$ cat src/rtl/bbu_pkg.sv
// Shared types for the byte-wide bus interface.
package bbu_pkg;

    // What the bus is doing in the current byte cycle.
    typedef enum logic [1:0] {
        KIND_IDLE  = 2'd0,
        KIND_FETCH = 2'd1,
        KIND_DATA  = 2'd2
    } xfer_kind_t;

endpackage

$ cat src/rtl/bbu_phase_timer.sv
// Bus-cycle phase timer.
// Counts the clocks of one external byte cycle. A start pulse at an edge begins
// a new cycle at phase 0. The last flag is high during the final clock.
// Assumes start is raised only while idle or in the last phase.
module bbu_phase_timer #(
    parameter int CYC = 4
) (
    input  logic clk,
    input  logic rst_n,
    input  logic start,
    output logic busy,
    output logic last
);
    localparam int PH_W = (CYC > 1) ? $clog2(CYC) : 1;
    localparam logic [PH_W-1:0] PH_LAST = PH_W'(CYC - 1);

    logic [PH_W-1:0] phase_q;
    logic            busy_q;

    // Advance the phase, restart on start, fall idle after the last phase.
    always_ff @(posedge clk) begin
        if (!rst_n) begin
            busy_q  <= 1'b0;
            phase_q <= '0;
        end else if (start) begin
            busy_q  <= 1'b1;
            phase_q <= '0;
        end else if (busy_q && phase_q == PH_LAST) begin
            busy_q  <= 1'b0;
            phase_q <= '0;
        end else if (busy_q) begin
            phase_q <= phase_q + PH_W'(1);
        end
    end

    assign busy = busy_q;
    assign last = busy_q && (phase_q == PH_LAST);

endmodule

$ cat src/rtl/bbu_fetch_queue.sv
// Instruction byte queue.
// A circular buffer of DEPTH bytes. Push, pop and flush all act at one edge.
// Flush wins over both. A pop on an empty queue is ignored. The space flag
// reports whether the count after this edge leaves a free slot. The sequencer
// uses it to decide whether a new fetch may start.
// Assumes the producer never pushes into a full queue.
module bbu_fetch_queue #(
    parameter int DEPTH = 4
) (
    input  logic                         clk,
    input  logic                         rst_n,
    input  logic                         push,
    input  logic [7:0]                   push_byte,
    input  logic                         pop,
    input  logic                         flush,
    output logic                         valid,
    output logic [7:0]                   head,
    output logic                         space,
    output logic [$clog2(DEPTH+1)-1:0]   count
);
    localparam int PTR_W = (DEPTH > 1) ? $clog2(DEPTH) : 1;
    localparam int CNT_W = $clog2(DEPTH + 1);
    localparam logic [CNT_W-1:0] CNT_FULL = CNT_W'(DEPTH);

    logic [7:0]       slot_q [DEPTH];
    logic [PTR_W-1:0] rd_ptr_q, wr_ptr_q, rd_ptr_inc, wr_ptr_inc;
    logic [CNT_W-1:0] count_q, count_nxt;
    logic             do_push, do_pop;

    // Qualify the push and pop requests against flush and empty.
    always_comb begin
        do_push   = push && !flush;
        do_pop    = pop && !flush && (count_q != '0);
        count_nxt = flush ? '0 :
                    count_q + CNT_W'(do_push) - CNT_W'(do_pop);
    end

    // Pointer wrap: a power-of-two depth wraps naturally, otherwise compare.
    generate
        if ((DEPTH & (DEPTH - 1)) == 0) begin : g_wrap_pow2
            assign rd_ptr_inc = rd_ptr_q + PTR_W'(1);
            assign wr_ptr_inc = wr_ptr_q + PTR_W'(1);
        end else begin : g_wrap_cmp
            assign rd_ptr_inc = (rd_ptr_q == PTR_W'(DEPTH - 1)) ? '0 : rd_ptr_q + PTR_W'(1);
            assign wr_ptr_inc = (wr_ptr_q == PTR_W'(DEPTH - 1)) ? '0 : wr_ptr_q + PTR_W'(1);
        end
    endgenerate

    // Pointer and occupancy registers.
    always_ff @(posedge clk) begin
        if (!rst_n || flush) begin
            rd_ptr_q <= '0;
            wr_ptr_q <= '0;
            count_q  <= '0;
        end else begin
            if (do_push) wr_ptr_q <= wr_ptr_inc;
            if (do_pop)  rd_ptr_q <= rd_ptr_inc;
            count_q <= count_nxt;
        end
    end

    // Byte storage, written at the tail.
    always_ff @(posedge clk) begin
        if (do_push) slot_q[wr_ptr_q] <= push_byte;
    end

    assign valid = (count_q != '0);
    assign head  = slot_q[rd_ptr_q];
    assign space = (count_nxt < CNT_FULL);
    assign count = count_q;

endmodule

$ cat src/rtl/bbu_bus_sequencer.sv
// Bus-cycle sequencer and arbiter.
// At every cycle boundary it picks the next byte cycle. The high half of a word
// in progress comes first, then a pending data request, then a prefetch when
// the queue has room. It drives the registered external bus. It captures read
// data on the last clock, splits words into two byte cycles, and tracks the
// prefetch pointer and the discard flag for a flushed fetch.
// Assumes req_valid is held until req_done and the request fields are stable.
module bbu_bus_sequencer
    import bbu_pkg::*;
#(
    parameter int               ADDR_W      = 16,
    parameter logic [ADDR_W-1:0] RESET_FETCH = '0
) (
    input  logic              clk,
    input  logic              rst_n,
    input  logic              req_valid,
    input  logic              req_write,
    input  logic              req_word,
    input  logic [ADDR_W-1:0] req_addr,
    input  logic [15:0]       req_wdata,
    output logic              req_done,
    output logic [15:0]       req_rdata,
    input  logic              flush,
    input  logic [ADDR_W-1:0] flush_addr,
    input  logic              q_space,
    output logic              q_push,
    output logic [7:0]        q_push_byte,
    output logic              t_start,
    input  logic              t_busy,
    input  logic              t_last,
    output logic [ADDR_W-1:0] mem_addr,
    output logic [7:0]        mem_dout,
    input  logic [7:0]        mem_din,
    output logic              mem_rd,
    output logic              mem_wr
);
    xfer_kind_t        kind_q;
    logic              hi_q, word_q, write_q, done_q, discard_q;
    logic [ADDR_W-1:0] daddr_q, fetch_ptr_q;
    logic [7:0]        wdata_hi_q;
    logic [15:0]       rdata_q;
    logic [ADDR_W-1:0] mem_addr_q;
    logic [7:0]        mem_dout_q;
    logic              mem_rd_q, mem_wr_q;

    logic              at_end, boundary, fetch_end, data_end, data_final;
    logic              start_hi, take_data, take_fetch;
    logic [ADDR_W-1:0] fetch_addr;

    // Arbitration at the cycle boundary: word high half, then data, then fetch.
    always_comb begin
        at_end     = t_busy && t_last;
        boundary   = !t_busy || t_last;
        fetch_end  = at_end && (kind_q == KIND_FETCH);
        data_end   = at_end && (kind_q == KIND_DATA);
        data_final = data_end && (!word_q || hi_q);
        start_hi   = data_end && word_q && !hi_q;
        take_data  = boundary && !start_hi && !data_final && req_valid && !done_q;
        take_fetch = boundary && !start_hi && !take_data && q_space;
        fetch_addr = flush ? flush_addr : fetch_ptr_q;
    end

    // Bus cycle launch, external strobes and data-access bookkeeping.
    always_ff @(posedge clk) begin
        if (!rst_n) begin
            kind_q     <= KIND_IDLE;
            hi_q       <= 1'b0;
            word_q     <= 1'b0;
            write_q    <= 1'b0;
            daddr_q    <= '0;
            wdata_hi_q <= '0;
            mem_addr_q <= '0;
            mem_dout_q <= '0;
            mem_rd_q   <= 1'b0;
            mem_wr_q   <= 1'b0;
        end else if (start_hi) begin
            kind_q     <= KIND_DATA;
            hi_q       <= 1'b1;
            mem_addr_q <= daddr_q + ADDR_W'(1);
            mem_dout_q <= wdata_hi_q;
            mem_rd_q   <= !write_q;
            mem_wr_q   <= write_q;
        end else if (take_data) begin
            kind_q     <= KIND_DATA;
            hi_q       <= 1'b0;
            word_q     <= req_word;
            write_q    <= req_write;
            daddr_q    <= req_addr;
            wdata_hi_q <= req_wdata[15:8];
            mem_addr_q <= req_addr;
            mem_dout_q <= req_wdata[7:0];
            mem_rd_q   <= !req_write;
            mem_wr_q   <= req_write;
        end else if (take_fetch) begin
            kind_q     <= KIND_FETCH;
            hi_q       <= 1'b0;
            mem_addr_q <= fetch_addr;
            mem_dout_q <= '0;
            mem_rd_q   <= 1'b1;
            mem_wr_q   <= 1'b0;
        end else if (at_end) begin
            kind_q     <= KIND_IDLE;
            mem_rd_q   <= 1'b0;
            mem_wr_q   <= 1'b0;
        end
    end

    // Read capture on the last clock of a data read, and the completion pulse.
    always_ff @(posedge clk) begin
        if (!rst_n) begin
            rdata_q <= '0;
            done_q  <= 1'b0;
        end else begin
            done_q <= data_final;
            if (data_end && !write_q) begin
                if (hi_q) rdata_q[15:8] <= mem_din;
                else      rdata_q       <= {8'h00, mem_din};
            end
        end
    end

    // Prefetch pointer and the discard mark for a fetch overtaken by a flush.
    always_ff @(posedge clk) begin
        if (!rst_n) begin
            fetch_ptr_q <= RESET_FETCH;
            discard_q   <= 1'b0;
        end else begin
            if (take_fetch)  fetch_ptr_q <= fetch_addr + ADDR_W'(1);
            else if (flush)  fetch_ptr_q <= flush_addr;
            if (take_fetch)
                discard_q <= 1'b0;
            else if (flush && t_busy && !t_last && kind_q == KIND_FETCH)
                discard_q <= 1'b1;
        end
    end

    assign q_push      = fetch_end && !discard_q && !flush;
    assign q_push_byte = mem_din;
    assign t_start     = start_hi || take_data || take_fetch;
    assign req_done    = done_q;
    assign req_rdata   = rdata_q;
    assign mem_addr    = mem_addr_q;
    assign mem_dout    = mem_dout_q;
    assign mem_rd      = mem_rd_q;
    assign mem_wr      = mem_wr_q;

endmodule

$ cat src/rtl/byte_bus_unit.sv
// Byte-wide bus interface with instruction prefetch (top level).
// Joins the phase timer, the sequencer and the instruction queue. One external
// byte cycle lasts CYC clocks. Word accesses are split into two byte cycles.
// Prefetch fills a DEPTH-byte queue whenever the bus is otherwise free.
// Assumes a memory that answers a read within the cycle, with no wait states.
module byte_bus_unit #(
    parameter int                ADDR_W      = 16,
    parameter int                DEPTH       = 4,
    parameter int                CYC         = 4,
    parameter logic [ADDR_W-1:0] RESET_FETCH = '0
) (
    input  logic              clk,
    input  logic              rst_n,
    input  logic              req_valid,
    input  logic              req_write,
    input  logic              req_word,
    input  logic [ADDR_W-1:0] req_addr,
    input  logic [15:0]       req_wdata,
    output logic              req_done,
    output logic [15:0]       req_rdata,
    input  logic              ifq_pop,
    output logic              ifq_valid,
    output logic [7:0]        ifq_byte,
    input  logic              flush,
    input  logic [ADDR_W-1:0] flush_addr,
    output logic [ADDR_W-1:0] mem_addr,
    output logic [7:0]        mem_dout,
    input  logic [7:0]        mem_din,
    output logic              mem_rd,
    output logic              mem_wr
);
    localparam int CNT_W = $clog2(DEPTH + 1);

    logic             t_start, t_busy, t_last;
    logic             q_push, q_space;
    logic [7:0]       q_push_byte;
    logic [CNT_W-1:0] q_count;

    // Clock-count of the active byte cycle.
    bbu_phase_timer #(.CYC(CYC)) u_timer (
        .clk   (clk),
        .rst_n (rst_n),
        .start (t_start),
        .busy  (t_busy),
        .last  (t_last)
    );

    // Arbitration, word splitting and external bus drive.
    bbu_bus_sequencer #(.ADDR_W(ADDR_W), .RESET_FETCH(RESET_FETCH)) u_seq (
        .clk         (clk),
        .rst_n       (rst_n),
        .req_valid   (req_valid),
        .req_write   (req_write),
        .req_word    (req_word),
        .req_addr    (req_addr),
        .req_wdata   (req_wdata),
        .req_done    (req_done),
        .req_rdata   (req_rdata),
        .flush       (flush),
        .flush_addr  (flush_addr),
        .q_space     (q_space),
        .q_push      (q_push),
        .q_push_byte (q_push_byte),
        .t_start     (t_start),
        .t_busy      (t_busy),
        .t_last      (t_last),
        .mem_addr    (mem_addr),
        .mem_dout    (mem_dout),
        .mem_din     (mem_din),
        .mem_rd      (mem_rd),
        .mem_wr      (mem_wr)
    );

    // Instruction byte queue.
    bbu_fetch_queue #(.DEPTH(DEPTH)) u_queue (
        .clk       (clk),
        .rst_n     (rst_n),
        .push      (q_push),
        .push_byte (q_push_byte),
        .pop       (ifq_pop),
        .flush     (flush),
        .valid     (ifq_valid),
        .head      (ifq_byte),
        .space     (q_space),
        .count     (q_count)
    );

endmodule

$ cat config.mk
export PLATFORM = sky130hd
export DESIGN_NAME = byte_bus_unit
export DESIGN_NICKNAME = d
export VERILOG_FILES = /design/src/rtl/bbu_pkg.sv /design/src/rtl/bbu_phase_timer.sv /design/src/rtl/bbu_fetch_queue.sv /design/src/rtl/bbu_bus_sequencer.sv /design/src/rtl/byte_bus_unit.sv
export SDC_FILE = /design/constraint.sdc
export NUM_CORES = 1
export LEC_CHECK = 0
export BUFFER_PORTS_ARGS = -buffer_cell sky130_fd_sc_hd__buf_2
export CAP_MARGIN = 20
export CORE_MARGIN = 2
export CORE_UTILIZATION = 25
export CTS_CLUSTER_DIAMETER = 80
export DETAILED_ROUTE_END_ITERATION = 16
export SYNTH_ARGS = -nofsm -noshare
export SYNTH_HDL_FRONTEND = slang
export SYNTH_SLANG_ARGS = --single-unit
$ cat constraint.sdc
create_clock -name clk -period 3.41 [get_ports clk]
set_input_delay 0.1705 -clock clk [delete_from_list [all_inputs] [get_ports clk]]
set_output_delay 0.1705 -clock clk [all_outputs]
set_load 0.1 [all_outputs]
==> results.cfg, run 1 <==
[run_status]
status = completed

[clocking]
clock_sinks = 133
htreeDepth = 4
cts_tree = yes
cts_buffers = 17
clockRootBuffer = clkbuf_16
clkLatencyLatePin_ps = 420
cts.path.max_buffers = 2
clkTransAtPathRegs_ps = 60

[timing]
max_freq_mhz = 311
setup_viol = 0
hold_violations = 0
fin_ws_ps = 193
tightest_slew_ps = 723
rsz0062_at_grt = no
fin_crit_sh = 0.943
slew_headroom = 0.516
skew_ps = 7.82
hold_ws_ps = 15.9
min_period_ps = 3220
tns_ps = 0
slew_violations = 0

[job]
cap_violations = 0

[floorplan]
die_w_um = 160
die-area_um2 = 25700
die_y_um = 160
ios = 115
start_util = 0.252
coreArea_um2 = 24200
rows = 57

[yosys]
synth_fp_nets = 681
syn_avg_cell_area_um2 = 10.0
async_flop_share = 0
synth_xor_xnor_area_share = 0.0314
synth_seq_area_share = 0.489
synth_top_family_by_area = simple AND/OR/NAND/NOR gates
synth_edf_count = 32
ys_ff_latch = 133
synth_simple_gate_area_share = 0.192
synth_flop_cell = dfxtp_1
synth_compound_area_frac = 0.165
synthMuxAreaShare = 0.0619
synthCells = 608
yosysUniqueCellTypes = 72
synthesis.area_um2 = 6100
yosys_warnings = 0
yosys.area_share.adder = 0.0217

[setup_path]
cp_common_cell = ha_1
cp_slowest_cell = or4_1
cp_cell_sequence = or3_4 -> and3_1 -> ha_1 -> inv_1 -> ha_1 -> fa_1 -> xor3_2 -> nand2b_4 -> buf_4 -> nand3_4 -> or4_1 -> nand2_1
required_ps = 3770
arrival_ps = 3580
worstSetupStartpointType = register
endpoint_kind = register
crit_type = register to register
worst_path_largest_cell_delay_ps = 500
crit_path_max_fanout = 7

[routing]
wl_um = 17600
firstDrtPassIters = 5
viasPerCell = 4.80
wl_per_cell_um = 16.3
drc_errors = 0
vias = 5165
drt_iter0_drc = 448
detail-route-antenna-nets = 0

[global_routing]
grt_first_pass_wirelength_um = 27400
use_met1 = 0.177
grt_max_degree = 54
use_met3 = 0.0322
grt_antenna_before_repair = 1
grt.total_usage = 0.138
grt_util_met2 = 0.220
grt.busiest_layer = met2
grt_overflow_total = 0
grt_pass1_vias = 4966

[place]
port_buffers = 114
gp_congestion = 0.801
dpl_worst_slack_ps = 133
dp_hpwl_um = 12400

[power_and_ir_drop]
leakage_nw = 3.02
powerDensity_nw_per_um2 = 518
vdd_drop_max_uv = 265

[cells_and_area]
area_delta_synth_final_pct = 28.2
layout_commonest_cell = buf_2
final_cell_mix = buf_2, dfxtp_1, nand2_1
nets = 811
drive_above_1_share = 0.280

[min_path]
hp-class = primary input to register
## flip-flops by register name (all words and copies together), names as in the netlist, named ones only
register	flops
u_seq.hi_q	1
u_seq.req_done	1
u_queue.wr_ptr_q	2
u_queue.rd_ptr_q	2
u_seq.discard_q	1
u_seq.wdata_hi_q	8
u_queue.count	3
u_timer.busy	1
u_timer.phase_q	2
u_seq.mem_rd	1
u_seq.mem_addr	16
u_seq.req_rdata	16
u_seq.kind_q	2
u_seq.write_q	1
u_seq.daddr_q	16
u_seq.mem_wr	1
u_seq.word_q	1
u_seq.fetch_ptr_q	16
u_queue.slot_q	32
u_seq.mem_dout	8
## power by group
group	internal, mW	total, mW	switching [mW]
clock network	1.17	1.86	0.697
logic	0.149	0.487	0.338
registers	1.67	1.71	0.0422
total	2.98	4.06	1.08
## stage by stage
| stage | utilization | cell area, um2 | std cells | power (mW) |
|---|---|---|---|---|
| after CTS | 0.322 | 7780 | 1073 | 4.09 |
| final | 0.324 | 7830 | 1076 | 4.06 |
| after global placement | 0.291 | 7040 | 1026 | 2.21 |
| after global routing | 0.324 | 7830 | 1076 | 4.21 |
| after detailed placement | 0.291 | 7040 | 1026 | 2.21 |
| after floorplan | - | 6110 | 608 | 2.07 |
## worst max-delay path: cells and delay by family, from the launching register on
kind / cells / cell delay [ps]
xor gates and xnor gates: 1 / 370
adders and majority gates: 3 / 840
buffers and inverters: 2 / 200
DFF: 1 / 320
and+or+nand+nor: 6 / 1430
## path summary, 6_finish.rpt
path,start,to,slack (ps),depth (start not counted)
hold reg to reg,u_seq.req_rdata[11]$_SDFFE_PN0P_,u_seq.req_rdata[11]$_SDFFE_PN0P_,450,2
hold / removal,req_addr[7],u_seq.daddr_q[7]$_SDFFE_PN0P_,20,3
setup / recovery,u_queue.count[1]$_SDFF_PP0_,u_seq.fetch_ptr_q[7]$_SDFF_PN0_,190,12
setup reg to reg,u_queue.count[1]$_SDFF_PP0_,u_seq.fetch_ptr_q[7]$_SDFF_PN0_,190,12
## timing repair
item,4_1_cts,5_1_grt
endpoints found under the setup margin,0,19
hold buffers,15,0
gates resized for setup,0,5
endpoints found under the hold margin,24,0
buffers inserted,0,2
## Yosys cell counts, types with 3 or more instances
| cell type | number | area, um2 |
|---|---|---|
| a211oi_1 | 3 | 22.5 |
| a21oi_1 | 57 | 285 |
| a222oi_1 | 4 | 40.0 |
| a22oi_1 | 11 | 82.6 |
| a31oi_1 | 7 | 43.8 |
| and2_1 | 3 | 18.8 |
| and2_2 | 3 | 22.5 |
| and3_1 | 9 | 56.3 |
| buf_2 | 8 | 40.0 |
| buf_6 | 3 | 33.8 |
| clkbuf_1 | 21 | 78.8 |
| dfxtp_1 | 101 | 2020 |
| edfxtp_1 | 32 | 961 |
| ha_1 | 9 | 113 |
| inv_1 | 14 | 52.6 |
| mux2_2 | 6 | 67.6 |
| mux2i_1 | 13 | 130 |
| mux4_2 | 8 | 180 |
| nand2_1 | 90 | 338 |
| nand2b_1 | 6 | 37.5 |
| nand3_1 | 19 | 95.1 |
| nand4_1 | 9 | 56.3 |
| nand4b_1 | 4 | 35.0 |
| nor2_1 | 25 | 93.8 |
| nor2b_1 | 3 | 18.8 |
| nor3_1 | 13 | 65.1 |
| nor3b_1 | 6 | 45.0 |
| nor4_1 | 9 | 56.3 |
| o21ai_0 | 12 | 60.1 |
| o221a_2 | 5 | 56.3 |
| o22ai_1 | 9 | 56.3 |
| o31ai_1 | 17 | 128 |
| xnor2_1 | 13 | 114 |
| xor2_1 | 6 | 52.6 |
## kinds of logic (layout without fill, tap and decap cells)
family,after synthesis,after routing
compound gates,149,149
xor+xnor,20,20
fa+ha+maj,10,10
buf+inv,50,193
flops,133,133
mux,27,27
other cells,0,1
simple gates,219,219
## routing by layer
metal,vias to the layer above,part of all wire
met5,-,0
met4,0,0.028
met3,30,0.051
met2,154,0.47
met1,2470,0.45
li1,2511,-
## area by class of cell
type	instances	area, um2
well taps	324	405
flip-flops and latches	133	2980
repair buffers	147	872
fillers	2505	16400
clock inverters	13	154
inverters	14	52.6
multi-input cells	425	2910
clock buffers	19	443
diodes	1	2.50
No activity file was read; power rests on OpenSTA's default activity.
==> inputs of run 2 (changes only) <==
--- a/config.mk
+++ b/config.mk
@@ -7,3 +7,2 @@
 export LEC_CHECK = 0
-export BUFFER_PORTS_ARGS = -buffer_cell sky130_fd_sc_hd__buf_2
 export CAP_MARGIN = 20
@@ -13,2 +12,3 @@
 export DETAILED_ROUTE_END_ITERATION = 16
+export DONT_BUFFER_PORTS = 1
 export SYNTH_ARGS = -nofsm -noshare
==> constraint.sdc (replaced) <==
create_clock -name clk -period 3.41 [get_ports clk]
set_input_delay 0.8525 -clock clk [delete_from_list [all_inputs] [get_ports clk]]
set_output_delay 0.8525 -clock clk [all_outputs]
set_load 0.1 [all_outputs]
==> run 2 against run 1 <==
Against the previous run:
- non-clock buffer count shrank 130
- die area is the same
- worst hold slack gained 440 ps
- critical path depth is the same
- final cell count shrank 12%
- clock-buffer cell count grew 5
- sequential cell count is the same
- total power shrank 2.6%
- via count shrank 9.9%
- first-iteration DRC count shrank 35%
- setup slack gained 40 ps
- clock skew is essentially flat
- critical endpoint is now u_seq.mem_addr[12]$_SDFFE_PN0P_
- largest cell class unchanged
==> results.cfg, run 2 (synthesis gave the netlist of run 1 again) <==
[setup_path]
cp_slowest_cell = xor3_2
cp_cell_sequence = or3_4 -> and3_1 -> ha_1 -> inv_1 -> ha_1 -> fa_1 -> xor3_2 -> nor2_2 -> a21oi_2 -> buf_12 -> o31ai_1 -> o21ba_2
arrival_ps = 3490
crit_type = register to register
endpoint_kind = register
crit_cells = 12
cp_common_cell = ha_1
critPathBufInv = 2
required_ps = 3720
critPathTopFamily = adder cells
worstSetupStartpointType = register
crit_path_max_fanout = 15
worst_path_largest_cell_delay_ps = 430
rr_worst_depth = 12

[cells_and_area]
layout_commonest_cell = dfxtp_1
drive_above_1_share = 0.150
top_register = u_queue.slot_q
n_fill_cell = 2511
nets = 681
fin_util = 0.293
area_delta_synth_final_pct = 16.0
fin_area_um2 = 7080
largest_reg_flops = 32
final_cell_mix = dfxtp_1, nand2_1, a21oi_1

[timing]
setup_viol = 0
hold_violations = 0
slew_violations = 0
skew_ps = 8.11
fin_crit_sh = 0.932
max_freq_mhz = 315
slew_headroom = 0.272
tightest_slew_ps = 1090
min_period_ps = 3180
rsz0062_at_grt = no
hold_ws_ps = 459
tns_ps = 0

[global_routing]
grt_overflow_total = 0
grt_max_degree = 36
grt_antenna_before_repair = 1
grt_pass1_vias = 4501
grt_first_pass_wirelength_um = 26100
grt.total_usage = 0.132

[power_and_ir_drop]
p_clk_frac = 0.469
powerDensity_nw_per_um2 = 558
power_mw = 3.95
leakage_nw = 2.45
p_seq_frac = 0.471
netSwitchingFraction = 0.257
comb_power_share = 0.060
p_int_mw = 2.93
p_switching_mw = 1.01
vdd_drop_max_uv = 207

[min_path]
hp-class = register to register
hold_depth = 2

[clocking]
clock_sinks = 133
clockRootBuffer = clkbuf_16
htreeDepth = 4
cts_tree = yes
cts_buffers = 17
postCtsResizedCells = 0
cts.path.max_buffers = 2
clkLatencyLatePin_ps = 420
postCtsSetupBuffers = 0
clkTransAtPathRegs_ps = 60
cts_hold_buf = 0

[routing]
firstDrtPassIters = 5
viasPerCell = 4.91
wl_um = 16800
wl_per_cell_um = 17.7
vias = 4652
drc_errors = 0
detail-route-antenna-nets = 0
drt_iter0_drc = 292

[job]
cap_violations = 0

[floorplan]
rows = 57
die-area_um2 = 25700
ios = 115
coreArea_um2 = 24200
start_util = 0.252
die_w_um = 160
die_y_um = 160

[place]
gp_congestion = 0.816
place_area_um2 = 6470
dp_hpwl_um = 12000
port_buffers = 0

[run_status]
status = completed
==> run 2: cell count changes in the layout (fill, tap and decap cells not counted), moves of 2 or more <==
cell | previous run | this run
inv_4 | 2 | 0
o31ai_2 | 2 | 0
clkbuf_8 | 1 | 5
buf_2 | 114 | 0
dlygate4sd3_1 | 15 | 0
o31ai_1 | 15 | 17
==> run 2: power by group through the flow <==
stage / registers, mW / clock network [mW] / logic (mW)
final: 1.86 / 1.85 / 0.237
after CTS: 1.86 / 1.90 / 0.238
after detailed placement: 1.89 / 0 / 0.237
after floorplan: 1.88 / 0 / 0.192
after global routing: 1.87 / 1.96 / 0.263
after global placement: 1.89 / 0 / 0.234
==> run 2: cell type report <==
type / instances / area [um2] / share of cell area
antenna: 2 / 5.00 / 0.000707
clock inverter: 8 / 96.3 / 0.0136
clock buffer: 24 / 502 / 0.0709
sequential: 133 / 2980 / 0.421
tap: 324 / 405 / 0.0573
inverter: 14 / 52.6 / 0.00742
multi-input combinational: 425 / 2890 / 0.409
timing repair buffer: 17 / 140 / 0.0198
==> run 2: worst register-to-register path: stages (launching register included) <==
cell,delay (ps)
dfxtp_1,310
or3_4,380
and3_1,210
ha_1,270
inv_1,40
ha_1,180
fa_1,380
xor3_2,430
nor2_2,230
a21oi_2,120
buf_12,170
o31ai_1,180
o21ba_2,180
==> run 2: per-stage QoR <==
step / instances / setup slack, ps
after global placement: 913 / 137
after detailed placement: 913 / 87.7
after floorplan: 608 / 58.3
after CTS: 945 / 211
after global routing: 945 / 49.7
final: 947 / 233
==> run 2: final timing paths <==
check | startpoint | to | slack (ps)
worst max register to register | u_queue.count[0]$_SDFF_PP0_ | u_seq.mem_addr[12]$_SDFFE_PN0P_ | 230
worst max-delay path | u_queue.count[0]$_SDFF_PP0_ | u_seq.mem_addr[12]$_SDFFE_PN0P_ | 230
worst min-delay path | u_seq.wdata_hi_q[0]$_SDFFE_PN0P_ | u_seq.wdata_hi_q[0]$_SDFFE_PN0P_ | 460
worst min register to register | u_seq.wdata_hi_q[0]$_SDFFE_PN0P_ | u_seq.wdata_hi_q[0]$_SDFFE_PN0P_ | 460
==> run 2: metal layers <==
metal	GRT usage	wire length, um	vias to the layer above
met4	0.0459	260	0
met5	0	0	-
met3	0.0486	1390	13
met2	0.209	7970	141
met1	0.166	7180	2238
li1	-	-	2260
